**config.mk**
```make
export PLATFORM = sky130hd
export DESIGN_NAME = adc_sh_seq
export DESIGN_NICKNAME = d
export VERILOG_FILES = /design/src/rtl/adc_sh_pkg.sv /design/src/rtl/adc_sh_timer.sv /design/src/rtl/adc_conv_pipe.sv /design/src/rtl/adc_result_irq.sv /design/src/rtl/adc_sh_seq.sv
export SDC_FILE = /design/constraint.sdc
export NUM_CORES = 1
export LEC_CHECK = 0
export ABC_AREA = 1
export BUFFER_PORTS_ARGS = -buffer_cell sky130_fd_sc_hd__clkbuf_2
export CAP_MARGIN = 10
export CORE_MARGIN = 2
export CORE_UTILIZATION = 55
export CTS_BUF_LIST = sky130_fd_sc_hd__clkbuf_8
export CTS_CLUSTER_SIZE = 30
export DETAILED_ROUTE_END_ITERATION = 8
export PLACE_DENSITY = 0.75
export SLEW_MARGIN = 10
export SYNTH_ARGS = -nofsm -noshare
export SYNTH_HDL_FRONTEND = slang
export SYNTH_SLANG_ARGS = --single-unit
```
**constraint.sdc**
```tcl
create_clock -name clk -period 3.61 [get_ports clk]
set_input_delay 0.9025 -clock clk [delete_from_list [all_inputs] [get_ports clk]]
set_output_delay 0.9025 -clock clk [all_outputs]
set_load 0.01 [all_outputs]
```
**src/rtl/adc_sh_pkg.sv**
```systemverilog
package adc_sh_pkg;
  typedef enum logic [1:0] {
    SEQ_IDLE,
    SEQ_DELAY,
    SEQ_HIGH,
    SEQ_LOW
  } seq_state_e;
endpackage

```
**src/rtl/adc_sh_timer.sv**
```systemverilog
module adc_sh_timer
  import adc_sh_pkg::*;
#(
  parameter int ACQ_W    = 4,
  parameter int CLK_DIV  = 2,
  parameter int TRIG_DLY = 5
) (
  input  logic             clk,
  input  logic             rst,
  input  logic             start_i,
  input  logic             stop_i,
  input  logic [ACQ_W-1:0] acq_i,
  output logic             sh_o,
  output logic             fall_o
);
  localparam int MAX_W = (1 << ACQ_W) * CLK_DIV;
  localparam int CNT_W = $clog2(MAX_W + TRIG_DLY) + 1;

  seq_state_e       state;
  logic [CNT_W-1:0] cnt;
  logic [ACQ_W-1:0] acq_q;
  logic             sh_q;
  logic [CNT_W-1:0] high_m1;
  logic [CNT_W-1:0] low_m1;
  logic [CNT_W-1:0] dly_m1;

  // Counter reload values, all in system clocks
  assign high_m1 = CNT_W'((int'(acq_q) + 1) * CLK_DIV - 1);
  assign low_m1  = CNT_W'(CLK_DIV - 1);
  assign dly_m1  = CNT_W'(TRIG_DLY - 1);

  // A halt on the falling edge suppresses the capture
  assign fall_o = (state == SEQ_HIGH) && (cnt == '0) && !stop_i;
  assign sh_o   = sh_q;

  always_ff @(posedge clk) begin
    if (rst) begin
      state <= SEQ_IDLE;
      cnt   <= '0;
      acq_q <= '0;
      sh_q  <= 1'b0;
    end else if (stop_i) begin
      state <= SEQ_IDLE;
      cnt   <= '0;
      sh_q  <= 1'b0;
    end else begin
      case (state)
        SEQ_IDLE: begin
          if (start_i) begin
            state <= SEQ_DELAY;
            cnt   <= dly_m1;
            acq_q <= acq_i;
          end
        end
        SEQ_DELAY: begin
          if (cnt == '0) begin
            state <= SEQ_HIGH;
            sh_q  <= 1'b1;
            cnt   <= high_m1;
          end else begin
            cnt <= cnt - 1'b1;
          end
        end
        SEQ_HIGH: begin
          if (cnt == '0) begin
            state <= SEQ_LOW;
            sh_q  <= 1'b0;
            cnt   <= low_m1;
          end else begin
            cnt <= cnt - 1'b1;
          end
        end
        SEQ_LOW: begin
          if (cnt == '0) begin
            state <= SEQ_HIGH;
            sh_q  <= 1'b1;
            cnt   <= high_m1;
          end else begin
            cnt <= cnt - 1'b1;
          end
        end
        default: state <= SEQ_IDLE;
      endcase
    end
  end
endmodule

```
**src/rtl/adc_conv_pipe.sv**
```systemverilog
module adc_conv_pipe #(
  parameter int RES_W = 12,
  parameter int LAT   = 8
) (
  input  logic             clk,
  input  logic             rst,
  input  logic             cap_i,
  input  logic [RES_W-1:0] din_i,
  output logic             load_o,
  output logic [RES_W-1:0] data_o
);
  logic [LAT-1:0]   vld;
  logic [RES_W-1:0] dat [LAT];

  // Only the valid bits are reset; data stages stay plain shift registers
  always_ff @(posedge clk) begin
    if (rst) vld <= '0;
    else     vld <= LAT'({vld, cap_i});
  end

  always_ff @(posedge clk) begin
    if (cap_i) dat[0] <= din_i;
    for (int i = 1; i < LAT; i++) dat[i] <= dat[i-1];
  end

  assign load_o = vld[LAT-1];
  assign data_o = dat[LAT-1];
endmodule

```
**src/rtl/adc_result_irq.sv**
```systemverilog
module adc_result_irq #(
  parameter int RES_W   = 12,
  parameter int IRQ_DLY = 2
) (
  input  logic             clk,
  input  logic             rst,
  input  logic             load_i,
  input  logic [RES_W-1:0] data_i,
  input  logic             clr_i,
  output logic [RES_W-1:0] result_o,
  output logic             irq_o
);
  logic [RES_W-1:0]   res_q;
  logic [IRQ_DLY-1:0] dly;
  logic               irq_q;

  always_ff @(posedge clk) begin
    if (rst) begin
      res_q <= '0;
      dly   <= '0;
      irq_q <= 1'b0;
    end else begin
      if (load_i) res_q <= data_i;
      dly <= IRQ_DLY'({dly, load_i});
      if (dly[IRQ_DLY-1]) irq_q <= 1'b1;   // set wins over clear
      else if (clr_i)     irq_q <= 1'b0;
    end
  end

  assign result_o = res_q;
  assign irq_o    = irq_q;
endmodule

```
**src/rtl/adc_sh_seq.sv**
```systemverilog
module adc_sh_seq #(
  parameter int RES_W        = 12,
  parameter int ACQ_W        = 4,
  parameter int CLK_DIV      = 2,
  parameter int CONV_LAT_ADC = 4,
  parameter int IRQ_DLY      = 2
) (
  input  logic             clk,
  input  logic             rst,
  input  logic             trig_pwm,
  input  logic             trig_sw,
  input  logic             trig_ext,
  input  logic [ACQ_W-1:0] acq_width,
  input  logic             mode_sel,
  input  logic [RES_W-1:0] adc_din,
  input  logic             irq_clr,
  output logic             sh_pulse,
  output logic [RES_W-1:0] result,
  output logic             irq_flag
);
  localparam int TRIG_DLY = (5 * CLK_DIV) / 2;
  localparam int PIPE_LAT = CONV_LAT_ADC * CLK_DIV;

  logic             start;
  logic             cap;
  logic             res_load;
  logic [RES_W-1:0] res_data;

  assign start = !mode_sel && (trig_pwm || trig_sw || trig_ext);

  adc_sh_timer #(
    .ACQ_W(ACQ_W), .CLK_DIV(CLK_DIV), .TRIG_DLY(TRIG_DLY)
  ) u_timer (
    .clk(clk), .rst(rst), .start_i(start), .stop_i(mode_sel),
    .acq_i(acq_width), .sh_o(sh_pulse), .fall_o(cap)
  );

  adc_conv_pipe #(
    .RES_W(RES_W), .LAT(PIPE_LAT)
  ) u_conv (
    .clk(clk), .rst(rst), .cap_i(cap), .din_i(adc_din),
    .load_o(res_load), .data_o(res_data)
  );

  adc_result_irq #(
    .RES_W(RES_W), .IRQ_DLY(IRQ_DLY)
  ) u_res (
    .clk(clk), .rst(rst), .load_i(res_load), .data_i(res_data),
    .clr_i(irq_clr), .result_o(result), .irq_o(irq_flag)
  );
endmodule

```
==> impl_metrics.env, run 1 <==
export IMPL_status="complete, no violations"
export IMPL_fin_tns_setup_ps=0
export IMPL_die_h_um=85.6
export IMPL_clk_latency_ps=410
export IMPL_ys_top_cells_by_count="121 x dfxtp_1, 47 x nand2_1, 31 x nor2_1, 27 x inv_1, 22 x a21oi_1"
export IMPL_drive_above_1_share_pct=22.9
export IMPL_antenna_found_initial=0
export IMPL_ir_worst_vdd_v=0.000530
export IMPL_io_buffers=36
export IMPL_nNetsFinal=390
export IMPL_synth_area_leaders="dfxtp_1 66%, edfxtp_1 9.8%, nand2_1 4.8%"
export IMPL_final_setup_skew_ps=12.3
export IMPL_die_w_um=85.6
export IMPL_synth_top_family_by_area="simple AND/OR/NAND/NOR gates"
export IMPL_p_switching_mw=0.590
export IMPL_cts_resized=0
export IMPL_worstPathCellList="inv_1, ha_1, nand2_2, nor2_4, nand2_1, nor2_1"
export IMPL_p_per_area_nw_per_um2=653
export IMPL_yosysTopAreaCell="dfxtp_1"
export IMPL_ys_flop_type="dfxtp_1"
export IMPL_cpMaxStageDelayCell="nor2_1"
export IMPL_core_area_um2=6390
export IMPL_period_needed_ps=2060
export IMPL_power_share_clock_pct=43.0
export IMPL_gr_total_overflow=0
export IMPL_slew_headroom_pct=37.5
export IMPL_diodes=0
export IMPL_synth_compound_area_share_pct=5.63
export IMPL_crit_fanout=12
export IMPL_grt_max_degree=28
export IMPL_required_ps=3630
export IMPL_grt_use_met3_pct=6.93
export IMPL_met2_usage_pct=22.9
export IMPL_cts_root_buf="clkbuf_8"
export IMPL_clk_pin_slew_ps=70
export IMPL_critPathCaptureType="register"
export IMPL_ys_types=26
export IMPL_synth_mux_area_share_pct=0
export IMPL_htreeDepth=4
export IMPL_synth_nets=340
export IMPL_drc=0
export IMPL_initial_core_util_pct=57.4
export IMPL_num_rows=29
export IMPL_yosysSeqAreaShare_pct=75.9
export IMPL_critical_path_class="register to register"
export IMPL_swShare_pct=20.9
export IMPL_grt_pass1_vias=1917
export IMPL_p_int_mw=2.24
export IMPL_synthCells=314
export IMPL_grt_total_usage_pct=15.5
export IMPL_cp_start_kind="register"
export IMPL_synthAdderAreaFrac_pct=1.02
export IMPL_wl_per_cell_um=10.5
export IMPL_rsz0062_at_grt="no"
export IMPL_dp_slack_ps=1440
export IMPL_synth_xor_area_share_pct=0.478
export IMPL_hold_buffers=0
export IMPL_syn_to_final_growth_pct=18.1
export IMPL_hold_violations=0
export IMPL_syn_avg_cell_area_um2=11.7
export IMPL_drtIter0Drc=95
export IMPL_grt_busiest_layer="met2"
export IMPL_fmax_ghz=0.486
export IMPL_comb_power_share_pct=3.4
export IMPL_gp_congestion=0.840
export IMPL_period_share_pct=57.0
export IMPL_cts_buffer_depth=2
export IMPL_numCtsBuffers=17
export IMPL_worst_slew_pin_slew_ps=933
export IMPL_synth_seq_cells=133
export IMPL_tritoncts="done"
export IMPL_slew_violations=0
export IMPL_async_reset_ff_share_pct=0
export IMPL_cts_sinks=133
export IMPL_drtAntennaViolNets=0
export IMPL_synth_edf_count=12
export IMPL_drt_first_pass_iters=4
export IMPL_cpLargestDelayFamily="simple AND/OR/NAND/NOR gates"
export IMPL_synth_top_cell_area_share_pct=66.1
export IMPL_via_count=2057
export IMPL_dpl_hpwl_um=3160
export IMPL_die_area_um2=7330
export IMPL_cts_setup_buffers=0
export IMPL_critPathMaxStageDelay_ps=720
export IMPL_postLayoutSetupSlackWorst_ps=1550
export IMPL_worstHoldPathType="register to register"
export IMPL_post_dp_cell_area_um2=3920
export IMPL_final_area_um2=4330
export IMPL_grt_pass1_wl_um=8460
export IMPL_seqPwrFrac_pct=53.5
export IMPL_grt_met1_usage_pct=19.0
export IMPL_synth_most_common_cell="dfxtp_1"
export IMPL_ios=37
export IMPL_synth_simple_area_share_pct=13.1
export IMPL_cap_violations=0
export IMPL_worstPathArrival_ps=2080
export IMPL_vias_per_cell=4.54
export IMPL_postRouteWirelength_um=4760
export IMPL_fillCellCount=475
export IMPL_p_leak_nw=1.83
export IMPL_setup_viol=0
export IMPL_syn_cell_area_um2=3660
export IMPL_critPathBufInv=1
export IMPL_synth_warnings=0
==> logic make-up (layout without fill, tap and decap cells) <==
| logic type | after synthesis | in the layout |
|---|---|---|
| flops | 133 | 133 |
| xor+xnor | 2 | 2 |
| fa+ha+maj | 3 | 3 |
| buf+inv | 37 | 99 |
| simple gates | 103 | 103 |
| compound gates | 36 | 36 |
==> routing by layer <==
metal / routed length (um) / vias to the layer above / share of wire [%]
met5: 0 / - / 0
met4: 44 / 0 / 0.92
met3: 244 / 4 / 5.1
met2: 2220 / 47 / 47
met1: 2250 / 906 / 47
li1: - / 1100 / -
==> final cells by class <==
class                   instances  area [um2]  area share (%)
flip-flops and latches        133        2780            64.3
multi-input cells             144         742            17.1
clock buffers                  18         248            5.73
repair buffers                 36         180            4.16
clock inverters                13         158            3.64
inverters                      32         120            2.78
well taps                      77        96.3            2.23
==> flip-flops by register name (all words and copies together) (netlist names) <==
register and cells:
u_conv.dat 96, u_res.result_o 12, u_conv.vld 8, u_timer.cnt 7, u_timer.acq_q 4, u_res.dly 2, u_timer.state 2, u_res.irq_o 1
u_timer.sh_o 1
==> power groups by stage <==
stage	logic, mW	registers [mW]	clock network, mW
2_1_floorplan	0.0722	1.54	0
3_3_place_gp	0.0959	1.55	0
3_5_place_dp	0.0964	1.55	0
4_1_cts	0.0971	1.51	1.25
5_1_grt	0.112	1.51	1.32
6_report	0.0970	1.51	1.22
==> cells in the final DEF, fill, tap and decap left out, drive strengths merged <==
master    instances
a211oi            3
a21oi            23
bufinv            3
clkbuf           54
clkinv            4
clkinvlp          3
dfxtp           121
edfxtp           12
ha                3
inv              35
nand2            52
nand3             8
nand4             4
nor2             37
nor3              1
o211ai            3
o21ai             7
or2               1
xnor2             2
==> worst paths after layout <==
check	from	endpoint	slack, ps	cells after the start
setup / recovery	u_timer.cnt[0]	u_conv.dat[0][11]	1550	6
hold / removal	u_conv.dat[1][10]	u_conv.dat[2][10]	320	0
setup reg to reg	u_timer.cnt[0]	u_conv.dat[0][11]	1550	6
hold reg to reg	u_conv.dat[1][10]	u_conv.dat[2][10]	320	0
==> per-stage QoR <==
| step | hold WS [ps] | instances | power (mW) | utilization (%) |
|---|---|---|---|---|
| after floorplan | 310 | 314 | 1.62 | - |
| after global placement | 310 | 422 | 1.64 | 61.4 |
| after detailed placement | 312 | 422 | 1.64 | 61.4 |
| after CTS | 322 | 453 | 2.86 | 67.8 |
| after global routing | 320 | 453 | 2.95 | 67.8 |
| final | 316 | 453 | 2.83 | 67.8 |
No activity file was read; power rests on OpenSTA's default activity.
==> run 2, diff against run 1 <==
--- a/config.mk
+++ b/config.mk
@@ -9,11 +9,11 @@
 export BUFFER_PORTS_ARGS = -buffer_cell sky130_fd_sc_hd__clkbuf_2
 export CAP_MARGIN = 10
 export CORE_MARGIN = 2
-export CORE_UTILIZATION = 55
+export CORE_UTILIZATION = 54
 export CTS_BUF_LIST = sky130_fd_sc_hd__clkbuf_8
 export CTS_CLUSTER_SIZE = 30
 export DETAILED_ROUTE_END_ITERATION = 8
-export PLACE_DENSITY = 0.75
+export PLACE_DENSITY = 0.77
 export SLEW_MARGIN = 10
 export SYNTH_ARGS = -nofsm -noshare
 export SYNTH_HDL_FRONTEND = slang
==> constraint.sdc (replaced) <==
create_clock -name clk -period 1.71 [get_ports clk]
set_input_delay 0.4275 -clock clk [delete_from_list [all_inputs] [get_ports clk]]
set_output_delay 0.4275 -clock clk [all_outputs]
set_load 0.01 [all_outputs]
==> run 2 against run 1 <==
  * Combinational power up 130%
  * Count of clock-buffer cells in the layout up 2
  * First-iteration DRC count decreased by 13%
  * Via count increased by 3.5%
  * Critical endpoint unchanged
  * Largest cell class unchanged
==> impl_metrics.env, run 2 (same netlist as run 1, synthesis figures left out) <==
export IMPL_cp_depth=7
export IMPL_worstPathArrival_ps=1620
export IMPL_die_w_um=86.4
export IMPL_p_leak_nw=1.90
export IMPL_hold_buffers=0
export IMPL_cpLargestDelayFamily="simple AND/OR/NAND/NOR gates"
export IMPL_regMostFlops="u_conv.dat"
export IMPL_drtAntennaViolNets=0
export IMPL_core_area_um2=6680
export IMPL_largest_register_ffs=96
export IMPL_initial_core_util_pct=54.9
export IMPL_slew_headroom_pct=75.9
export IMPL_dpl_hpwl_um=3290
export IMPL_worstHoldPathType="input port to register"
export IMPL_r2r_start="u_timer.cnt[0]"
export IMPL_rr_worst_depth=7
export IMPL_gr_total_overflow=0
export IMPL_die_h_um=86.4
export IMPL_status="complete, no violations"
export IMPL_cp_start_kind="register"
export IMPL_critPathMaxStageDelay_ps=320
export IMPL_drc=0
export IMPL_rsz0062_at_grt="no"
export IMPL_hold_violations=0
export IMPL_nNetsFinal=395
export IMPL_vias_per_cell=4.62
export IMPL_critical_path_class="register to register"
export IMPL_final_setup_skew_ps=10.3
export IMPL_postLayoutSetupSlackWorst_ps=212
export IMPL_final_cell_mix="121 x dfxtp_1, 47 x nand2_1, 36 x clkbuf_2"
export IMPL_worst_slew_pin_slew_ps=362
export IMPL_setup_viol=0
export IMPL_final_area_um2=4450
export IMPL_final_common_cell="dfxtp_1"
export IMPL_die_area_um2=7460
export IMPL_slew_violations=0
export IMPL_grt_pass1_wl_um=8540
export IMPL_ir_worst_vdd_v=0.000720
export IMPL_cts_resized=0
export IMPL_cpMaxStageDelayCell="dfxtp_1"
export IMPL_htreeDepth=4
export IMPL_critPathBufInv=2
export IMPL_r2r_end="u_conv.dat[0][11]"
export IMPL_via_count=2128
export IMPL_fmax_ghz=0.667
export IMPL_cp_endpoint="u_conv.dat[0][11]"
export IMPL_gp_congestion=0.815
export IMPL_critPathCaptureType="register"
export IMPL_p_per_area_nw_per_um2=1430
export IMPL_reg2reg_slack_ps=210
export IMPL_dp_slack_ps=223
export IMPL_clk_latency_ps=410
export IMPL_antenna_found_initial=0
export IMPL_wl_per_cell_um=11.4
export IMPL_io_buffers=36
export IMPL_drive_above_1_share_pct=24.1
export IMPL_fin_tns_setup_ps=0
export IMPL_ios=37
export IMPL_clk_pin_slew_ps=70
export IMPL_period_needed_ps=1500
export IMPL_worstPathCellList="inv_1, ha_1, nand2_2, nor2_4, nand2_1, nor2_2, buf_12"
export IMPL_crit_fanout=12
export IMPL_numCtsBuffers=17
export IMPL_period_share_pct=87.6
export IMPL_startpoint="u_timer.cnt[0]"
export IMPL_num_rows=30
export IMPL_cts_buffer_depth=2
export IMPL_cts_setup_buffers=0
export IMPL_grt_max_degree=27
export IMPL_drtIter0Drc=83
export IMPL_grt_total_usage_pct=15.6
export IMPL_tritoncts="done"
export IMPL_drt_first_pass_iters=4
export IMPL_diodes=0
export IMPL_post_dp_cell_area_um2=3980
export IMPL_cap_violations=0
export IMPL_cts_root_buf="clkbuf_8"
export IMPL_cts_sinks=133
export IMPL_required_ps=1830
export IMPL_totalPowerFinal_mw=6.37
export IMPL_grt_pass1_vias=1954
export IMPL_postRouteWirelength_um=5270
export IMPL_syn_to_final_growth_pct=21.4
==> run 2: cell types whose count changed in the layout (fill, tap and decap cells not counted), sizes merged <==
cell / change
bufinv: +2
inv: -1
clkinvlp: -3
buf: +5
clkbuf: +2
==> run 2: worst min-delay path by stage <==
stage,depth (start not counted),end,from,slack [ps]
6_report,1,u_conv.dat[0][3],adc_din[3],190
3_5_place_dp,0,u_conv.dat[2][0],u_conv.dat[1][0],310
5_1_grt,1,u_conv.dat[0][0],adc_din[0],160
3_3_place_gp,0,u_conv.dat[7][0],u_conv.dat[6][0],310
4_1_cts,1,u_conv.dat[0][6],adc_din[6],150
2_1_floorplan,0,u_conv.dat[2][0],u_conv.dat[1][0],310
==> run 2: worst register-to-register path, delay by kind of cell (launching register included) <==
family / cells / cell delay, ps
and+or+nand+nor: 4 / 450
DFF: 1 / 320
buffers and inverters: 2 / 260
adders and majority gates: 1 / 190
==> run 2: metrics by stage <==
| stage | hold slack [ps] | util [%] | std cells |
|---|---|---|---|
| after floorplan | 310 | - | 314 |
| after global placement | 310 | 59.5 | 430 |
| after detailed placement | 312 | 59.5 | 430 |
| after CTS | 153 | 66.6 | 461 |
| after global routing | 162 | 66.6 | 461 |
| final | 186 | 66.6 | 461 |
==> run 2: cell type report <==
| class | instances | area (um2) |
|---|---|---|
| clock buffer | 20 | 275 |
| clock inverter | 11 | 198 |
| fill | 488 | 2230 |
| inverter | 32 | 120 |
| multi-input combinational | 144 | 744 |
| sequential | 133 | 2780 |
| tap | 80 | 100 |
| timing repair buffer | 41 | 230 |
==> run 2: routing by layer <==
layer	vias to the layer above	wire length, um	GRT usage, %
met2	58	2500	23.2
met3	10	298	7.05
met5	-	0	0
met4	0	108	9.52
met1	953	2360	18.4
li1	1107	-	-
==> run 2: where the power goes <==
| group | total (mW) | internal, mW | switching [mW] | leakage, nW |
|---|---|---|---|---|
| registers | 3.20 | 3.17 | 0.0251 | 1.12 |
| logic | 0.222 | 0.0886 | 0.133 | 0.543 |
| clock network | 2.96 | 1.86 | 1.10 | 0.241 |
